$ cat src/rtl/rcg_pkg.sv
package rcg_pkg;

   localparam int DATA_W       = 32;
   localparam int ADDR_W       = 3;
   localparam int CMD_UPD_BIT  = 0;
   localparam int CMD_IDLE_BIT = 31;
   localparam int CFG_SRC_LSB  = 8;
   localparam int CFG_SRC_MAXW = 3;
   localparam int CFG_MODE_LSB = 12;
   localparam int CFG_MODE_W   = 2;

   typedef enum logic [ADDR_W-1:0] {
      RA_CMD = 3'd0,
      RA_CFG = 3'd1,
      RA_MVAL = 3'd2,
      RA_NVAL = 3'd3,
      RA_DVAL = 3'd4
   } rcg_addr_e;

endpackage

$ cat src/rtl/rcg_regs.sv
module rcg_regs
   import rcg_pkg::*;
#(
   parameter int SRC_W = 2,
   parameter int HID_W = 5,
   parameter int MND_W = 8
) (
   input  logic                  clk,
   input  logic                  rst_n,
   input  logic                  wr_en,
   input  logic [ADDR_W-1:0]     wr_addr,
   input  logic [DATA_W-1:0]     wr_data,
   input  logic [ADDR_W-1:0]     rd_addr,
   output logic [DATA_W-1:0]     rd_data,
   input  logic                  root_idle,
   input  logic                  commit_ok,
   output logic                  commit,
   output logic [SRC_W-1:0]      act_src,
   output logic [HID_W-1:0]      act_hid,
   output logic [CFG_MODE_W-1:0] act_mode,
   output logic [MND_W-1:0]      act_m,
   output logic [MND_W-1:0]      act_nreg,
   output logic [MND_W-1:0]      act_dreg
);

   logic [DATA_W-1:0] sh_cfg, sh_m, sh_n, sh_d;
   logic              upd_q;
   logic              set_upd;

   assign set_upd = wr_en && (wr_addr == RA_CMD) && wr_data[CMD_UPD_BIT];
   assign commit  = upd_q && commit_ok;

   always_ff @(posedge clk or negedge rst_n) begin
      if (!rst_n) begin
         sh_cfg <= '0;
         sh_m   <= '0;
         sh_n   <= '0;
         sh_d   <= '0;
      end else if (wr_en) begin
         case (wr_addr)
            RA_CFG:  sh_cfg <= wr_data;
            RA_MVAL: sh_m   <= wr_data;
            RA_NVAL: sh_n   <= wr_data;
            RA_DVAL: sh_d   <= wr_data;
            default: ;
         endcase
      end
   end

   always_ff @(posedge clk or negedge rst_n) begin
      if (!rst_n) begin
         upd_q <= 1'b0;
      end else if (set_upd) begin
         upd_q <= 1'b1;
      end else if (commit) begin
         upd_q <= 1'b0;
      end
   end

   always_ff @(posedge clk or negedge rst_n) begin
      if (!rst_n) begin
         act_src  <= '0;
         act_hid  <= '0;
         act_mode <= '0;
         act_m    <= '0;
         act_nreg <= '0;
         act_dreg <= '0;
      end else if (commit) begin
         act_src  <= sh_cfg[CFG_SRC_LSB +: SRC_W];
         act_hid  <= sh_cfg[HID_W-1:0];
         act_mode <= sh_cfg[CFG_MODE_LSB +: CFG_MODE_W];
         act_m    <= sh_m[MND_W-1:0];
         act_nreg <= sh_n[MND_W-1:0];
         act_dreg <= sh_d[MND_W-1:0];
      end
   end

   always_comb begin
      rd_data = '0;
      case (rd_addr)
         RA_CMD: begin
            rd_data[CMD_UPD_BIT]  = upd_q;
            rd_data[CMD_IDLE_BIT] = root_idle;
         end
         RA_CFG:  rd_data = sh_cfg;
         RA_MVAL: rd_data = sh_m;
         RA_NVAL: rd_data = sh_n;
         RA_DVAL: rd_data = sh_d;
         default: rd_data = '0;
      endcase
   end

   // a granted commit clears the flag unless software sets it again
   p_commit_clears_r4: assert property (@(posedge clk) disable iff (!rst_n)
      (upd_q && commit_ok && !set_upd) |=> !upd_q);

   // the active set only moves on a commit
   p_active_hold_r3: assert property (@(posedge clk) disable iff (!rst_n)
      !commit |=> ($stable(act_src) && $stable(act_hid) && $stable(act_mode)
                   && $stable(act_m) && $stable(act_nreg) && $stable(act_dreg)));

endmodule

$ cat src/rtl/rcg_prediv.sv
module rcg_prediv #(
   parameter int HID_W = 5
) (
   input  logic             clk,
   input  logic             rst_n,
   input  logic             clr,
   input  logic             tick,
   input  logic [HID_W-1:0] hid,
   output logic             pre_tick,
   output logic             phase_hi
);

   logic [HID_W-1:0] cnt_q;
   logic [HID_W-1:0] h_eff;
   logic [HID_W:0]   half_lim;

   // a zero setting behaves as a divide by two edges (rate unchanged)
   assign h_eff    = (hid == '0) ? HID_W'(1) : hid;
   assign half_lim = ({1'b0, h_eff} + (HID_W+1)'(1)) >> 1;
   assign pre_tick = tick && (cnt_q == h_eff);
   assign phase_hi = ({1'b0, cnt_q} < half_lim);

   always_ff @(posedge clk or negedge rst_n) begin
      if (!rst_n) begin
         cnt_q <= '0;
      end else if (clr) begin
         cnt_q <= '0;
      end else if (tick) begin
         cnt_q <= pre_tick ? '0 : cnt_q + HID_W'(1);
      end
   end

   // the edge counter never passes its terminal value
   p_cnt_range_r5: assert property (@(posedge clk) disable iff (!rst_n)
      cnt_q <= h_eff);

endmodule

$ cat src/rtl/rcg_mnd.sv
module rcg_mnd #(
   parameter int MND_W   = 8,
   parameter bit HAS_MND = 1'b1
) (
   input  logic             clk,
   input  logic             rst_n,
   input  logic             clr,
   input  logic             adv,
   input  logic [1:0]       mode,
   input  logic [MND_W-1:0] m_val,
   input  logic [MND_W-1:0] nreg,
   input  logic [MND_W-1:0] dreg,
   output logic             fire,
   output logic             duty_hi,
   output logic             mn_on
);

   generate
      if (HAS_MND) begin : g_mnd
         logic [MND_W-1:0] acc_q;
         logic [MND_W-1:0] n_val;
         logic [MND_W-1:0] d_val;
         logic [MND_W:0]   sum;
         logic             wrap;

         assign n_val   = (~nreg) + m_val;
         assign d_val   = ~dreg;
         assign mn_on   = (mode != 2'd0) && (m_val != '0) && (m_val < n_val);
         assign sum     = {1'b0, acc_q} + {1'b0, m_val};
         assign wrap    = (sum >= {1'b0, n_val});
         assign fire    = mn_on ? wrap : 1'b1;
         assign duty_hi = (acc_q < (d_val >> 1));

         always_ff @(posedge clk or negedge rst_n) begin
            if (!rst_n) begin
               acc_q <= '0;
            end else if (clr) begin
               acc_q <= '0;
            end else if (adv && mn_on) begin
               acc_q <= wrap ? MND_W'(sum - {1'b0, n_val}) : sum[MND_W-1:0];
            end
         end

         // the accumulator stays below the decoded modulus
         p_acc_range_r7: assert property (@(posedge clk) disable iff (!rst_n)
            mn_on |-> (acc_q < n_val));
      end else begin : g_nomnd
         assign mn_on   = 1'b0;
         assign fire    = 1'b1;
         assign duty_hi = 1'b0;
      end
   endgenerate

endmodule

$ cat src/rtl/rcg_root.sv
module rcg_root
   import rcg_pkg::*;
#(
   parameter int NUM_SRC     = 4,
   parameter int HID_W       = 5,
   parameter int MND_W       = 8,
   parameter bit HAS_MND     = 1'b1,
   parameter int OFF_TIMEOUT = 256
) (
   input  logic               clk,
   input  logic               rst_n,
   input  logic [NUM_SRC-1:0] src_tick,
   input  logic               wr_en,
   input  logic [2:0]         wr_addr,
   input  logic [31:0]        wr_data,
   input  logic [2:0]         rd_addr,
   output logic [31:0]        rd_data,
   output logic               out_clk,
   output logic               out_pulse
);

   localparam int SRC_W  = $clog2(NUM_SRC);
   localparam int IDLE_W = $clog2(OFF_TIMEOUT + 1);

   generate
      if (NUM_SRC < 2 || SRC_W > CFG_SRC_MAXW) begin : g_bad_src
         $error("rcg_root: NUM_SRC must lie in 2..8");
      end
      if (HID_W < 1 || HID_W > CFG_SRC_LSB) begin : g_bad_hid
         $error("rcg_root: HID_W must lie in 1..8");
      end
      if (MND_W < 2 || MND_W > 31) begin : g_bad_mnd
         $error("rcg_root: MND_W must lie in 2..31");
      end
      if (OFF_TIMEOUT < 4) begin : g_bad_to
         $error("rcg_root: OFF_TIMEOUT too small");
      end
   endgenerate

   logic              commit, commit_ok;
   logic [SRC_W-1:0]  act_src;
   logic [HID_W-1:0]  act_hid;
   logic [1:0]        act_mode;
   logic [MND_W-1:0]  act_m, act_nreg, act_dreg;
   logic              sel_tick, pre_tick, phase_hi;
   logic              fire, duty_hi, mn_on;
   logic              pulse_now;
   logic              pulse_q, idle_q;
   logic [IDLE_W-1:0] idle_cnt;

   rcg_regs #(.SRC_W(SRC_W), .HID_W(HID_W), .MND_W(MND_W)) u_regs (
      .clk(clk), .rst_n(rst_n),
      .wr_en(wr_en), .wr_addr(wr_addr), .wr_data(wr_data),
      .rd_addr(rd_addr), .rd_data(rd_data),
      .root_idle(idle_q), .commit_ok(commit_ok), .commit(commit),
      .act_src(act_src), .act_hid(act_hid), .act_mode(act_mode),
      .act_m(act_m), .act_nreg(act_nreg), .act_dreg(act_dreg)
   );

   generate
      if (NUM_SRC == (1 << SRC_W)) begin : g_sel_full
         assign sel_tick = src_tick[act_src];
      end else begin : g_sel_part
         assign sel_tick = (int'(act_src) < NUM_SRC) ? src_tick[act_src] : 1'b0;
      end
   endgenerate

   rcg_prediv #(.HID_W(HID_W)) u_prediv (
      .clk(clk), .rst_n(rst_n), .clr(commit), .tick(sel_tick),
      .hid(act_hid), .pre_tick(pre_tick), .phase_hi(phase_hi)
   );

   rcg_mnd #(.MND_W(MND_W), .HAS_MND(HAS_MND)) u_mnd (
      .clk(clk), .rst_n(rst_n), .clr(commit), .adv(pre_tick),
      .mode(act_mode), .m_val(act_m), .nreg(act_nreg), .dreg(act_dreg),
      .fire(fire), .duty_hi(duty_hi), .mn_on(mn_on)
   );

   assign pulse_now = pre_tick && fire;
   assign commit_ok = pulse_now || idle_q;

   always_ff @(posedge clk or negedge rst_n) begin
      if (!rst_n) begin
         pulse_q  <= 1'b0;
         idle_q   <= 1'b1;
         idle_cnt <= IDLE_W'(OFF_TIMEOUT);
      end else begin
         pulse_q <= pulse_now;
         if (pulse_now) begin
            idle_cnt <= '0;
            idle_q   <= 1'b0;
         end else if (idle_cnt == IDLE_W'(OFF_TIMEOUT)) begin
            idle_q   <= 1'b1;
         end else begin
            idle_cnt <= idle_cnt + IDLE_W'(1);
         end
      end
   end

   assign out_pulse = pulse_q;
   assign out_clk   = mn_on ? duty_hi : phase_hi;

   // at least two reference cycles per output period
   p_no_back2back_r12: assert property (@(posedge clk) disable iff (!rst_n)
      pulse_q |=> !pulse_q);

   // an idle root reports no pulse
   p_idle_quiet_r10: assert property (@(posedge clk) disable iff (!rst_n)
      idle_q |-> !pulse_q);

endmodule

$ cat config.mk
export PLATFORM = sky130hd
export DESIGN_NAME = rcg_root
export DESIGN_NICKNAME = d
export VERILOG_FILES = /design/src/rtl/rcg_pkg.sv /design/src/rtl/rcg_regs.sv /design/src/rtl/rcg_prediv.sv /design/src/rtl/rcg_mnd.sv /design/src/rtl/rcg_root.sv
export SDC_FILE = /design/constraint.sdc
export NUM_CORES = 1
export LEC_CHECK = 0
export ABC_AREA = 1
export BUFFER_PORTS_ARGS = -buffer_cell sky130_fd_sc_hd__buf_2
export CAP_MARGIN = 20
export CORE_AREA = 2 2 127 129
export DETAILED_ROUTE_END_ITERATION = 7
export DIE_AREA = 0 0 129 131
export GPL_TIMING_DRIVEN = 1
export HOLD_SLACK_MARGIN = 0.06
export PLACE_DENSITY = 0.91
export SLEW_MARGIN = 30
export SYNTH_ARGS = -nofsm -noshare
export SYNTH_HDL_FRONTEND = slang
export SYNTH_SLANG_ARGS = --single-unit
export TNS_END_PERCENT = 20
$ cat constraint.sdc
create_clock -name clk -period 5.9 [get_ports clk]
set_input_delay 0.59 -clock clk [delete_from_list [all_inputs] [get_ports clk]]
set_output_delay 0.59 -clock clk [all_outputs]
set_load 0.05 [all_outputs]
======== After elaboration in Yosys (flattened, before gate mapping) ========
Index checks and enable logic that the tools add are counted.
cells by class
  order comparisons ....................... 5
  mux-type cells .......................... 20
  reduce and logical (&&, ||, !) cells .... 22
  bitwise gates (word level) .............. 2
  $add $sub $neg .......................... 6
  eq/ne operators ......................... 11
operators with widths
  cell                                                                   count
  30-bit one-hot mux with 4 select lines                                 1
  8-bit 2-to-1 mux                                                       3
  5-bit 2-to-1 mux                                                       4
  9-bit 2-to-1 mux                                                       2
  8-bit inverter                                                         2
  3-bit by 2-bit equality test with 1-bit output, second input constant  4
  1-bit one-hot mux with 5 select lines                                  2
  2-bit nonzero test                                                     5
  8-bit by 8-bit adder with 9-bit output                                 1
  9-bit by 1-bit adder with 9-bit output, second input constant          1
  9-bit equality test, second input constant                             1
  9-bit by 8-bit greater-or-equal comparator with 1-bit output           1
  8-bit adder                                                            1
  1-bit logical AND                                                      8
  8-bit by 7-bit < comparator with 1-bit output                          1
  8-bit < comparator                                                     1
  2-bit AND reduction                                                    4
  8-bit nonzero test                                                     1
  8-bit subtractor                                                       1
  1-bit 2-to-1 mux                                                       7
  5-bit by 1-bit adder with 6-bit output, second input constant          1
  3-bit by 1-bit equality test with 1-bit output, second input constant  2
  3-bit equality test, second input constant                             2
  3-bit logical NOT                                                      2
  8 further kinds                                                        8
word-level totals
  word-level logic and storage cells ...... 82
  register bits ........................... 186

======== Depth between registers and ports, before layout ========
Gate-level depths: netlist of the first run.
  depth in word-level cells ............... 10
  gate-level depth with buffers ........... 25
  mapped depth without buffers ............ 24

======== Hierarchy ========
Synthesis of the first run repeated with hierarchy kept, for this count alone.
unflattened totals
  cells, all modules ...................... 1249
  area, all modules ....................... 10162.2 um^2
modules (own cells, without submodules)
  module      cells an instance  instances  area each (um^2)  seq. area each (um^2)
  rcg_regs    804                1          7184.4            4053.9
  rcg_mnd     272                1          1801.7            200.2
  rcg_root    94                 1          663.1             277.8
  rcg_prediv  79                 1          513.0             125.1

======== Least setup slack after synthesis of the first run ========
No wires, ideal clock.
  path type ............................... reg-to-output
  from .................................... reg u_regs.act_m[0]
  to ...................................... out out_clk
  stages on the path, launching flop included .. 13
  required time ........................... 5.310 ns
  setup slack ............................. 1.514 ns
  arrival ................................. 3.796 ns
  path buffers ............................ 0
  path through ............................ dfrtp_1 ha_1 fa_1 a31oi_1 xor2_1 ha_1 nand2_1 nand3b_1 nand2_1 nand3_1 nand2_1 nand3_1 o41ai_1
on the way
  word-level cells in the longest chain between the ends .. 4
  elaborated cells on any way between the ends .. 6
  classes of those cells .................. add/sub (1); order compare (1); mux (1); reduce/logical (3)
RTL lines
  item                                                     line                          text
  from (decl)                                              rcg_regs.sv:21                output logic [MND_W-1:0] act_m,
  from (signal assigned)                                   rcg_regs.sv:72                act_m <= sh_m[MND_W-1:0];
  8-bit adder or 8-bit nonzero test (tied branches)        rcg_mnd.sv:26, rcg_mnd.sv:28
  8-bit < comparator or 1-bit logical AND (tied branches)  rcg_mnd.sv:28                 assign mn_on = (mode != 2'd0) && (m_val != '0) && (m_val < n_val);
  1-bit logical AND (*)                                    rcg_mnd.sv:28
  1-bit 2-to-1 mux (*)                                     rcg_root.sv:101               assign out_clk = mn_on ? duty_hi : phase_hi;
  to (decl)                                                rcg_root.sv:18                output logic out_clk,
Every way passes the cells marked *; elsewhere a longest branch is shown, timed or not.

======== Final worst setup path of the first run ========
  from .................................... reg u_regs.act_m[2]
  to ...................................... out out_clk
Same word-level chain as after synthesis.

==> metrics.yaml, run 1 <==
flow_run:
  drv_cap: 0
worst_setup_path:
  crit_chain: "ha_1 -> nand2_1 -> nand2_1 -> a21oi_1 -> xor2_1 -> ha_1 -> a21oi_1 -> o21ai_0 -> nand2_1 -> nand3b_1 -> nand2_1 -> nand3_1 -> nand2_1 -> nand3_1 -> o41ai_1 -> buf_2"
  critPathBufInv: 1
  setup.worst_path.class: "reg -> out"
  slowest_delay_ns: 0.44
  cpMostUsedCell: "nand2_1"
  crit_family: "compound AO/OA/AOI/OAI gates"
  critPathLaunchType: "flop"
  r2r-start: "u_regs.act_m[3]"
  worst_path_max_delay_cell: "dfrtp_1"
  required_ns: 5.31
  cp_max_fo: 5
  timing.rr.end: "u_prediv.cnt_q[2]"
  r2r_cells: 23
  regToRegSetupSlack_ns: 1.99
  crit_path_end_kind: "output pin"
  cp.arrival_ns: 3.63
placement:
  dp_hpwl_um: 15740
  gp_congestion: 0.9235
  io_buffers: 78
  dp_cells: 1475
synth:
  synth-main-ff-cell: "dfrtp_1"
  ys_async_sr_fraction: 1.000
  syn-num-nets: 1322
  yosysUniqueCellTypes: 43
  syn-mean-instance-area_sq_um: 8.074
  yosysWarnings: 0
  synth_edf_count: 0
  netlist_area_sq_um: 9947
  synthCells: 1232
  synth_seq_cells: 185
  seq_area_frac_synth: 0.4657
floorplan:
  die_h_um: 131
  start_util: 0.6377
  fp.dieW_um: 129
  core_area_sq_um: 15600
  ios: 79
  rows: 46
  dieArea_sq_um: 16900
timing:
  max_slew.worst_pin.slew_ns: 0.8105
  max-slew-margin-rel: 0.4591
  drv_slew: 0
  post-route-period-util: 0.7159
  setup_violations: 0
  post-route-min-period_ns: 4.224
  rsz0062_at_grt: "false"
  fmax_mhz: 236.7
  fin_skew_ns: 0.007866
  fin_setup_tns_ns: 0
  hold_viol: 0
run_status:
  outcome: "finished, final reports clean"
detailed_routing:
  vias_per_cell: 5.848
  antenna_left: 0
  drc: 0
  drt_wl_total_um: 24280
  first_pass_iters: 6
  vias: 8813
  wire_per_inst_um: 16.11
  drtIter0Drc: 800
clock_tree:
  postCtsSetupBuffers: 0
  cts_tree: "done"
  ctsHoldBuffers: 0
  cts_resized: 0
  clk_path_buf_depth: 2
  cts.sinks: 185
  cts_root_buf: "clkbuf_16"
  clk_latency_ns: 0.44
  numCtsBuffers: 17
  clkTransAtPathRegs_ns: 0.06
  cts_htree_levels: 4
pwr:
  internal_power_mw: 3.177
  p_per_area_nw_per_um2: 503.5
  pwr-share-clk: 0.213
  switching_share: 0.4305
  irDropWorstVdd_v: 0.0003158
  p_comb_frac: 0.454
  p_leak_nw: 5.764
  switching_power_mw: 2.401
  power_frac_seq: 0.333
cells_and_area:
  postLayoutCoreUtil: 0.7103
  insertedDiodeCount: 0
  most-common-layout-cells: "306 x nand2_1, 183 x dfrtp_1, 165 x o21ai_0"
  regArea_sq_um: 4632
  multiInputGateArea_sq_um: 4506
  layout-drive-gt1-share: 0.1263
  synthToLayoutAreaGrowth_pct: 11.37
  nFillCells: 1119
  final_common_cell: "nand2_1"
  nNetsFinal: 1368
  instances_no_fill: 1507
global_route:
  grt_pass1_wl_um: 40610
  grt_max_degree: 91
  grt_use_total: 0.3046
  grt_pass1_vias: 8430
  antenna_found_initial: 0
  overflow: 0
hold_path:
  worstHoldPathType: "in -> async"
## worst max path at each step
stage / startpoint / to / slack [ns] / cells after the start
2_1_floorplan: u_regs.act_m[0] / out_clk / 1.51 / 12
3_3_place_gp: u_regs.act_m[3] / u_prediv.cnt_q[0] / 2.18 / 23
3_5_place_dp: u_regs.act_m[3] / u_prediv.cnt_q[2] / 2.06 / 23
4_1_cts: u_regs.act_m[2] / out_clk / 1.66 / 16
5_1_grt: u_regs.act_m[2] / out_clk / 1.30 / 16
6_report: u_regs.act_m[2] / out_clk / 1.68 / 16
## power by group through the flow
stage	clock (mW)	sequential (mW)	combinational, mW
6_report	1.19	1.86	2.53
5_1_grt	1.25	1.90	2.87
4_1_cts	1.19	1.85	2.52
3_5_place_dp	0	1.87	2.48
3_3_place_gp	0	1.85	2.39
2_1_floorplan	0	1.79	2.00
## flip-flops by register name, summed over array words and instances, names as in the netlist
register / flops
u_regs.sh_cfg: 32
u_regs.sh_d: 32
u_regs.sh_m: 32
u_regs.sh_n: 32
idle_cnt: 9
u_mnd.g_mnd.acc_q: 8
u_regs.act_m: 8
u_regs.act_nreg: 8
u_regs.act_dreg: 7
u_prediv.cnt_q: 5
u_regs.act_hid: 5
u_regs.act_mode: 2
u_regs.act_src: 2
idle_q: 1
out_pulse: 1
u_regs.upd_q: 1
## cell type report
cell class,count,area share
flip-flops and latches,185,0.4181
clock inverters,9,0.01254
clock buffers,23,0.04314
multi-input cells,831,0.4067
inverters,155,0.05252
well taps,216,0.02440
repair buffers,88,0.04258
## worst reg2reg max path, cell delays in order, from the launching register on
cell and delay, ns:
dfrtp_1 0.44, ha_1 0.40, nand2_1 0.09, inv_2 0.06
nand3_1 0.11, nand3_1 0.12, nand2_1 0.08, a21oi_1 0.16
nor2_1 0.07, xor2_1 0.17, ha_1 0.34, inv_1 0.08
nor3_1 0.17, nand3_1 0.08, nor2_1 0.14, nand3_2 0.11
nor2_4 0.17, nor2_8 0.08, nand3_2 0.09, nand2_4 0.11
nand2_8 0.20, nand2_4 0.27, inv_1 0.24, nor2_1 0.06
## Yosys cell counts, drive strengths merged, types with 2 or more instances
master	n	share of area
nand3	131	0.069
o41ai	2	0.0025
nand2	316	0.12
dfstp	2	0.0053
a21oi	24	0.012
xnor2	8	0.0070
nor2	35	0.017
nand3b	5	0.0038
fa	3	0.0060
o21ai	166	0.084
nor3	6	0.0030
clkbuf	50	0.019
dfrtp	183	0.46
ha	42	0.053
inv	155	0.058
o2111ai	17	0.015
xor2	16	0.014
a31oi	17	0.011
buf	11	0.0075
nand4	30	0.019
nor4	4	0.0025
## through the flow
stage | setup slack [ns] | instance area [sq um] | total power [mW] | hold WS [ns]
after floorplan | 1.514 | 9947 | 3.789 | 0.2944
after global placement | 2.178 | 10450 | 4.243 | 0.4546
after global routing | 1.302 | 11080 | 6.010 | 0.2918
after detailed placement | 2.058 | 10460 | 4.349 | 0.4546
after CTS | 1.661 | 11080 | 5.558 | 0.2523
final | 1.676 | 11080 | 5.578 | 0.2156
## logic make-up after synthesis
group | synth area share
DFF | 0.4657
and+or+nand+nor | 0.2405
xor gates and xnor gates | 0.02113
buffers and inverters | 0.08490
AOI/OAI and AO/OA | 0.1289
adders and majority gates | 0.05887
## layer usage
layer,up-vias,GRT usage,share of wire
li1,4163,-,-
met1,4199,0.4054,0.42
met2,393,0.5042,0.49
met3,58,0.06189,0.074
met4,0,0.1049,0.022
met5,-,0,0
(Power assumes the default switching activity.)
==> inputs of run 2 (changes only) <==
--- a/config.mk
+++ b/config.mk
@@ -8,12 +8,12 @@
 export ABC_AREA = 1
 export BUFFER_PORTS_ARGS = -buffer_cell sky130_fd_sc_hd__buf_2
 export CAP_MARGIN = 20
-export CORE_AREA = 2 2 127 129
+export CORE_AREA = 2 2 138 140
 export DETAILED_ROUTE_END_ITERATION = 7
-export DIE_AREA = 0 0 129 131
+export DIE_AREA = 0 0 140 142
 export GPL_TIMING_DRIVEN = 1
 export HOLD_SLACK_MARGIN = 0.06
-export PLACE_DENSITY = 0.91
+export PLACE_DENSITY = 0.82
 export SLEW_MARGIN = 30
 export SYNTH_ARGS = -nofsm -noshare
 export SYNTH_HDL_FRONTEND = slang
==> constraint.sdc (replaced) <==
create_clock -name clk -period 3.6 [get_ports clk]
set_input_delay 0.36 -clock clk [delete_from_list [all_inputs] [get_ports clk]]
set_output_delay 0.36 -clock clk [all_outputs]
set_load 0.05 [all_outputs]
==> metrics.yaml, run 2 (same netlist as run 1, synthesis figures left out) <==
run_status:
  outcome: "finished with violations"
  violations: "DRC, setup timing"
floorplan:
  rows: 50  # +8.7%
  ios: 79  # unchanged
  dieArea_sq_um: 19880  # +18%
  die_h_um: 142  # +8.4%
  fp.dieW_um: 140  # +8.5%
  core_area_sq_um: 18460  # +18%
  start_util: 0.5390  # -0.09875
pwr:
  irDropWorstVdd_v: 0.0004945  # +57%
  p_leak_nw: 6.114  # +6.1%
  switching_power_mw: 5.008  # +110%
  pwr-share-clk: 0.166  # -0.047
  p_comb_frac: 0.551  # +0.097
  power_frac_seq: 0.283  # -0.050
  p_per_area_nw_per_um2: 908.1  # +80%
  switching_share: 0.4568  # +0.02637
  internal_power_mw: 5.955  # +87%
timing:
  hold_viol: 0  # unchanged
  max-slew-margin-rel: 0.4916  # +0.03254
  post-route-period-util: 1.054
  setup_ws_ns: -0.1939  # -1.870 ns
  max_slew.worst_pin.slew_ns: 0.7626  # -0.04794 ns
  drv_slew: 0  # unchanged
  post-route-min-period_ns: 3.794
  setup_violations: 2  # +2
  fin_skew_ns: 0.01011  # +0.002244 ns
  fmax_mhz: 263.6
  rsz0062_at_grt: "true"
worst_setup_path:
  regToRegSetupSlack_ns: -0.02  # -2.01 ns
  timing.rr.end: "u_regs.act_hid[1]"
  setup.worst_path.class: "reg -> out"
  critPathLaunchType: "flop"
  setup.worst_path.start: "u_regs.act_m[2]"
  cp_max_fo: 3  # -2
  r2r_cells: 25  # +8.7%
  r2r-start: "u_regs.act_m[1]"
  worstSetupEndpoint: "out_clk"
  required_ns: 3.24  # -2.07 ns
  crit_path_end_kind: "output pin"
  cp.arrival_ns: 3.43  # -0.20 ns
cells_and_area:
  synthToLayoutAreaGrowth_pct: 21.37
  insertedDiodeCount: 0  # unchanged
  final_common_cell: "nand2_1"
  layout-drive-gt1-share: 0.2166  # +0.09036
  postLayoutCoreUtil: 0.6542  # -0.05608
  nFillCells: 1373  # +23%
  regArea_sq_um: 4634  # about the same
  most-common-layout-cells: "279 x nand2_1, 181 x dfrtp_1, 164 x o21ai_0"
  nNetsFinal: 1425  # +4.2%
  multiInputGateArea_sq_um: 4959  # +10%
clock_tree:
  cts_tree: "done"
  clk_path_buf_depth: 2  # unchanged
  clk_latency_ns: 0.44  # about the same
  cts.sinks: 185  # unchanged
  clkTransAtPathRegs_ns: 0.07  # about the same
  cts_root_buf: "clkbuf_16"
  numCtsBuffers: 17  # unchanged
  cts_htree_levels: 4  # unchanged
global_route:
  grt_max_degree: 84  # -7.7%
  grt_use_total: 0.2712  # -0.03338
  antenna_found_initial: 0  # unchanged
  grt_pass1_wl_um: 43290  # +6.6%
  overflow: 0  # unchanged
  grt_pass1_vias: 8726  # +3.5%
hold_path:
  worstHoldPathType: "in -> reg"
placement:
  dpl_worst_slack_ns: -0.006986  # -2.065 ns
  io_buffers: 78  # unchanged
  dp_hpwl_um: 16790  # +6.7%
  gp_congestion: 0.9070  # -1.8%
detailed_routing:
  wire_per_inst_um: 18.60  # +15%
  vias_per_cell: 5.917  # +1.2%
  first_pass_iters: 8  # +2
  drtIter0Drc: 825  # +3.1%
  vias: 9360  # +6.2%
  drc: 2  # +2
  drt_wl_total_um: 29430  # +21%
  antenna_left: 0  # unchanged
flow_run:
  drv_cap: 0  # unchanged
==> run 2: cell types whose count changed in the layout (fill, tap and decap cells not counted), sizes merged <==
cell	previous run	this run
buf	88	141
bufinv	3	0
clkbuf	23	20
clkinvlp	0	3
dlygate4sd3	0	1
inv	156	161
nand2	316	317
==> run 2: power groups by stage <==
stage	Combinational (mW)	Sequential (mW)	Clock [mW]
after floorplan	3.29	2.93	0
after global placement	4.08	3.05	0
after detailed placement	4.25	3.07	0
after CTS	4.65	3.03	1.82
after global routing	6.57	3.15	1.93
final	6.04	3.10	1.82
==> run 2: worst max-delay path: stages, from the launching register on <==
cell and delay [ns]:
dfrtp_1 0.41, buf_6 0.14, ha_4 0.22, nand2_2 0.10
inv_4 0.05, a21oi_4 0.22, xor2_2 0.26, ha_4 0.25
a21oi_2 0.13, o21ai_2 0.08, nand2_2 0.09, nand3b_1 0.11
nand2_1 0.10, nand3_2 0.09, nand2_2 0.12, nand3_4 0.10
o41ai_4 0.30, buf_6 0.21
==> run 2: worst min-delay path by stage <==
stage	from	endpoint	slack, ns	cells past startpoint
after floorplan	rst_n	idle_cnt[0]	0.06	0
after global placement	u_regs.act_mode[1]	u_regs.act_mode[1]	0.45	2
after detailed placement	rst_n	u_regs.sh_m[18]	0.46	1
after CTS	wr_data[18]	u_regs.sh_n[18]	0.22	3
after global routing	wr_data[15]	u_regs.sh_n[15]	0.23	3
final	wr_data[18]	u_regs.sh_n[18]	0.22	3
==> run 2: cell type report <==
class	instances	share of cell area
multi-input combinational	832	0.4107
inverter	155	0.04861
sequential	185	0.3839
timing repair buffer	144	0.08488
clock buffer	18	0.03638
tap	234	0.02425
clock inverter	14	0.01130
==> run 2: timing repair <==
action                                  CTS  global route
hold buffers                              1             0
resized for setup                        19            80
setup buffers                            13            17
endpoints found under the hold margin    80             0
endpoints found under the setup margin   36            58
pin swaps                                 8            35
gates cloned                              1             3
==> run 2: routing by layer <==
layer	track usage	vias to the layer above	part of all wire
met4	0.1148	0	0.049
met3	0.04879	121	0.079
met1	0.3503	4454	0.39
li1	-	4277	-
met5	0	-	0
met2	0.4545	508	0.48
==> run 2: through the flow <==
stage / cell area (sq um) / hold WS, ns / cells / power [mW] / TNS [ns]
floorplan: 9955 / 0.06441 / 1232 / 6.223 / 0
global placement: 10670 / 0.4549 / 1515 / 7.129 / 0
detailed placement: 10670 / 0.4602 / 1515 / 7.317 / -0.008809
CTS: 11490 / 0.2157 / 1562 / 9.496 / -0.07013
global route: 12070 / 0.2303 / 1582 / 11.64 / -3.732
finish: 12070 / 0.2191 / 1582 / 10.96 / -0.2153
==> inputs of run 3 (changes only) <==
--- a/config.mk
+++ b/config.mk
@@ -14,6 +14,7 @@
 export GPL_TIMING_DRIVEN = 1
 export HOLD_SLACK_MARGIN = 0.06
 export PLACE_DENSITY = 0.82
+export REMOVE_ABC_BUFFERS = 1
 export SLEW_MARGIN = 30
 export SYNTH_ARGS = -nofsm -noshare
 export SYNTH_HDL_FRONTEND = slang
==> metrics.yaml, run 3 (same netlist as run 1, synthesis figures left out) <==
detailed_routing:
  drtIter0Drc: 727  # -12%
  antenna_left: 0  # unchanged
  vias: 9063  # -3.2%
  first_pass_iters: 5  # -3
  vias_per_cell: 5.776  # -2.4%
  drc: 0  # -2
  wire_per_inst_um: 16.69  # -10%
  drt_wl_total_um: 26190  # -11%
pwr:
  switching_share: 0.4377  # -0.01912
  pwr-share-clk: 0.165  # about the same
  power_mw: 10.01  # -8.7%
  p_comb_frac: 0.527  # -0.024
  p_per_area_nw_per_um2: 856.2  # -5.7%
  irDropWorstVdd_v: 0.0004607  # -6.8%
  power_frac_seq: 0.308  # +0.025
  p_leak_nw: 5.984  # -2.1%
  internal_power_mw: 5.630  # -5.5%
  switching_power_mw: 4.383  # -12%
clock_tree:
  clk_path_buf_depth: 2  # unchanged
  cts_root_buf: "clkbuf_16"
  cts_htree_levels: 4  # unchanged
  cts.sinks: 185  # unchanged
  numCtsBuffers: 17  # unchanged
  clk_latency_ns: 0.42  # -0.02 ns
  clkTransAtPathRegs_ns: 0.06  # about the same
  cts_tree: "done"
timing:
  setup_ws_ns: -0.03185  # +0.1620 ns
  setup_violations: 1  # -1
  post-route-period-util: 1.009  # -0.04501
  holdWs_ns: 0.2225  # +0.003446 ns
  rsz0062_at_grt: "true"
  drv_slew: 0  # unchanged
  fin_skew_ns: 0.009844  # -0.0002660 ns
  fmax_mhz: 275.3  # +4.5%
  hold_viol: 0  # unchanged
  post-route-min-period_ns: 3.632  # -0.1620 ns
  max_slew.worst_pin.slew_ns: 0.8640  # +0.1014 ns
  max-slew-margin-rel: 0.4240  # -0.06762
global_route:
  grt_max_degree: 94  # +12%
  grt_use_total: 0.2538  # -0.01741
  overflow: 0  # unchanged
  antenna_found_initial: 0  # unchanged
  grt_pass1_vias: 8526  # -2.3%
  grt_pass1_wl_um: 40980  # -5.3%
cells_and_area:
  insertedDiodeCount: 0  # unchanged
  layout-drive-gt1-share: 0.1843  # -0.03235
  synthToLayoutAreaGrowth_pct: 17.56
  final_common_cell: "nand2_1"
  nFillCells: 1425  # +3.8%
  most-common-layout-cells: "302 x nand2_1, 178 x dfrtp_1, 163 x o21ai_0"
  nNetsFinal: 1413  # -0.84%
  design_area_sq_um: 11690  # -3.1%
worst_setup_path:
  r2r-start: "u_regs.act_m[2]"
  crit_path_end_kind: "output pin"
  crit_family: "adder cells"
  timing.rr.end: "u_regs.act_hid[4]"
  slowest_delay_ns: 0.46  # +0.05 ns
  cp.arrival_ns: 3.27  # -0.16 ns
  critPathBufInv: 2  # -1
  worst_path_max_delay_cell: "dfrtp_2"
  regToRegSetupSlack_ns: 0.09  # +0.11 ns
  r2r_cells: 25  # unchanged
  setup.worst_path.class: "reg -> out"
  crit_chain: "buf_4 -> fa_2 -> a31oi_4 -> xor2_2 -> ha_1 -> nand2_1 -> nand3b_1 -> nand2_1 -> nand3_2 -> nand2_2 -> nand3_2 -> o41ai_2 -> buf_4"
  critPathLaunchType: "flop"
  required_ns: 3.24  # about the same
  cp_max_fo: 5  # +2
floorplan:
  core_area_sq_um: 18460  # unchanged
  fp.dieW_um: 140  # unchanged
  ios: 79  # unchanged
  start_util: 0.5390  # unchanged
  rows: 50  # unchanged
  die_h_um: 142  # unchanged
  dieArea_sq_um: 19880  # unchanged
placement:
  placed_area_sq_um: 10610  # -0.59%
  gp_congestion: 0.8729  # -3.8%
  dpl_worst_slack_ns: -0.03935  # -0.03236 ns
  io_buffers: 78  # unchanged
  dp_hpwl_um: 15970  # -4.9%
hold_path:
  holdPathStages: 3  # unchanged
  whs_endpoint: "u_regs.upd_q"
  holdCritStartpoint: "wr_data[0]"
  worstHoldPathType: "in -> reg"
flow_run:
  drv_cap: 0  # unchanged
run_status:
  violations: "setup timing"
  outcome: "finished with violations"
==> run 3: stage by stage <==
step / util / TNS [ns] / std cells
floorplan: - / -0.5556 / 1171
global placement: 0.5747 / 0 / 1506
detailed placement: 0.5750 / -0.2896 / 1506
CTS: 0.6094 / 0 / 1543
global route: 0.6336 / -1.352 / 1569
finish: 0.6336 / -0.03185 / 1569
==> run 3: worst max-delay path by stage <==
stage / start / end / slack [ns] / cells past startpoint
floorplan: u_regs.act_m[0] / out_clk / -0.56 / 12
global placement: u_regs.act_m[0] / u_regs.act_m[6] / 0.06 / 19
detailed placement: u_regs.act_m[0] / u_regs.act_m[5] / -0.04 / 17
CTS: u_regs.act_m[2] / u_regs.act_dreg[6] / 0.02 / 24
global route: u_regs.act_m[1] / out_clk / -0.18 / 13
finish: u_regs.act_m[1] / out_clk / -0.03 / 13
==> run 3: power by group through the flow <==
| stage | registers, mW | logic, mW | clock network, mW |
|---|---|---|---|
| floorplan | 2.95 | 3.20 | 0 |
| detailed placement | 3.07 | 4.17 | 0 |
| global placement | 3.05 | 4.02 | 0 |
| CTS | 3.06 | 4.37 | 1.66 |
| global route | 3.13 | 5.82 | 1.74 |
| finish | 3.08 | 5.28 | 1.65 |
==> run 3: layout make-up <==
type | instances | area [sq um] | area share
flip-flops and latches | 185 | 4638 | 0.3966
clock inverters | 7 | 45.04 | 0.003852
repair buffers | 132 | 910.9 | 0.07789
multi-input cells | 832 | 4763 | 0.4073
clock buffers | 24 | 461.7 | 0.03948
inverters | 155 | 581.8 | 0.04975
well taps | 234 | 292.8 | 0.02504
==> run 3: per-layer routing <==
| metal | wire length [um] | part of all wire | global-route usage | vias to the layer above |
|---|---|---|---|---|
| li1 | - | - | - | 4255 |
| met1 | 10930 | 0.42 | 0.3265 | 4386 |
| met2 | 12980 | 0.50 | 0.4345 | 355 |
| met3 | 1619 | 0.062 | 0.04980 | 67 |
| met4 | 659 | 0.025 | 0.08612 | 0 |
| met5 | 0 | 0 | 0 | - |
==> run 3: tightest hold or removal path: stages <==
cell and delay, ns:
buf_2 0.11, nand3_1 0.07, nand2_1 0.07
==> run 3: repair_timing <==
item | 4_1_cts | 5_1_grt
cloned | 0 | 3
gates resized for setup | 13 | 43
endpoints found under the setup margin | 34 | 58
pin swaps | 2 | 29
hold endpoints to repair | 46 | 0
buffers inserted | 5 | 23
hold buffers | 1 | 0
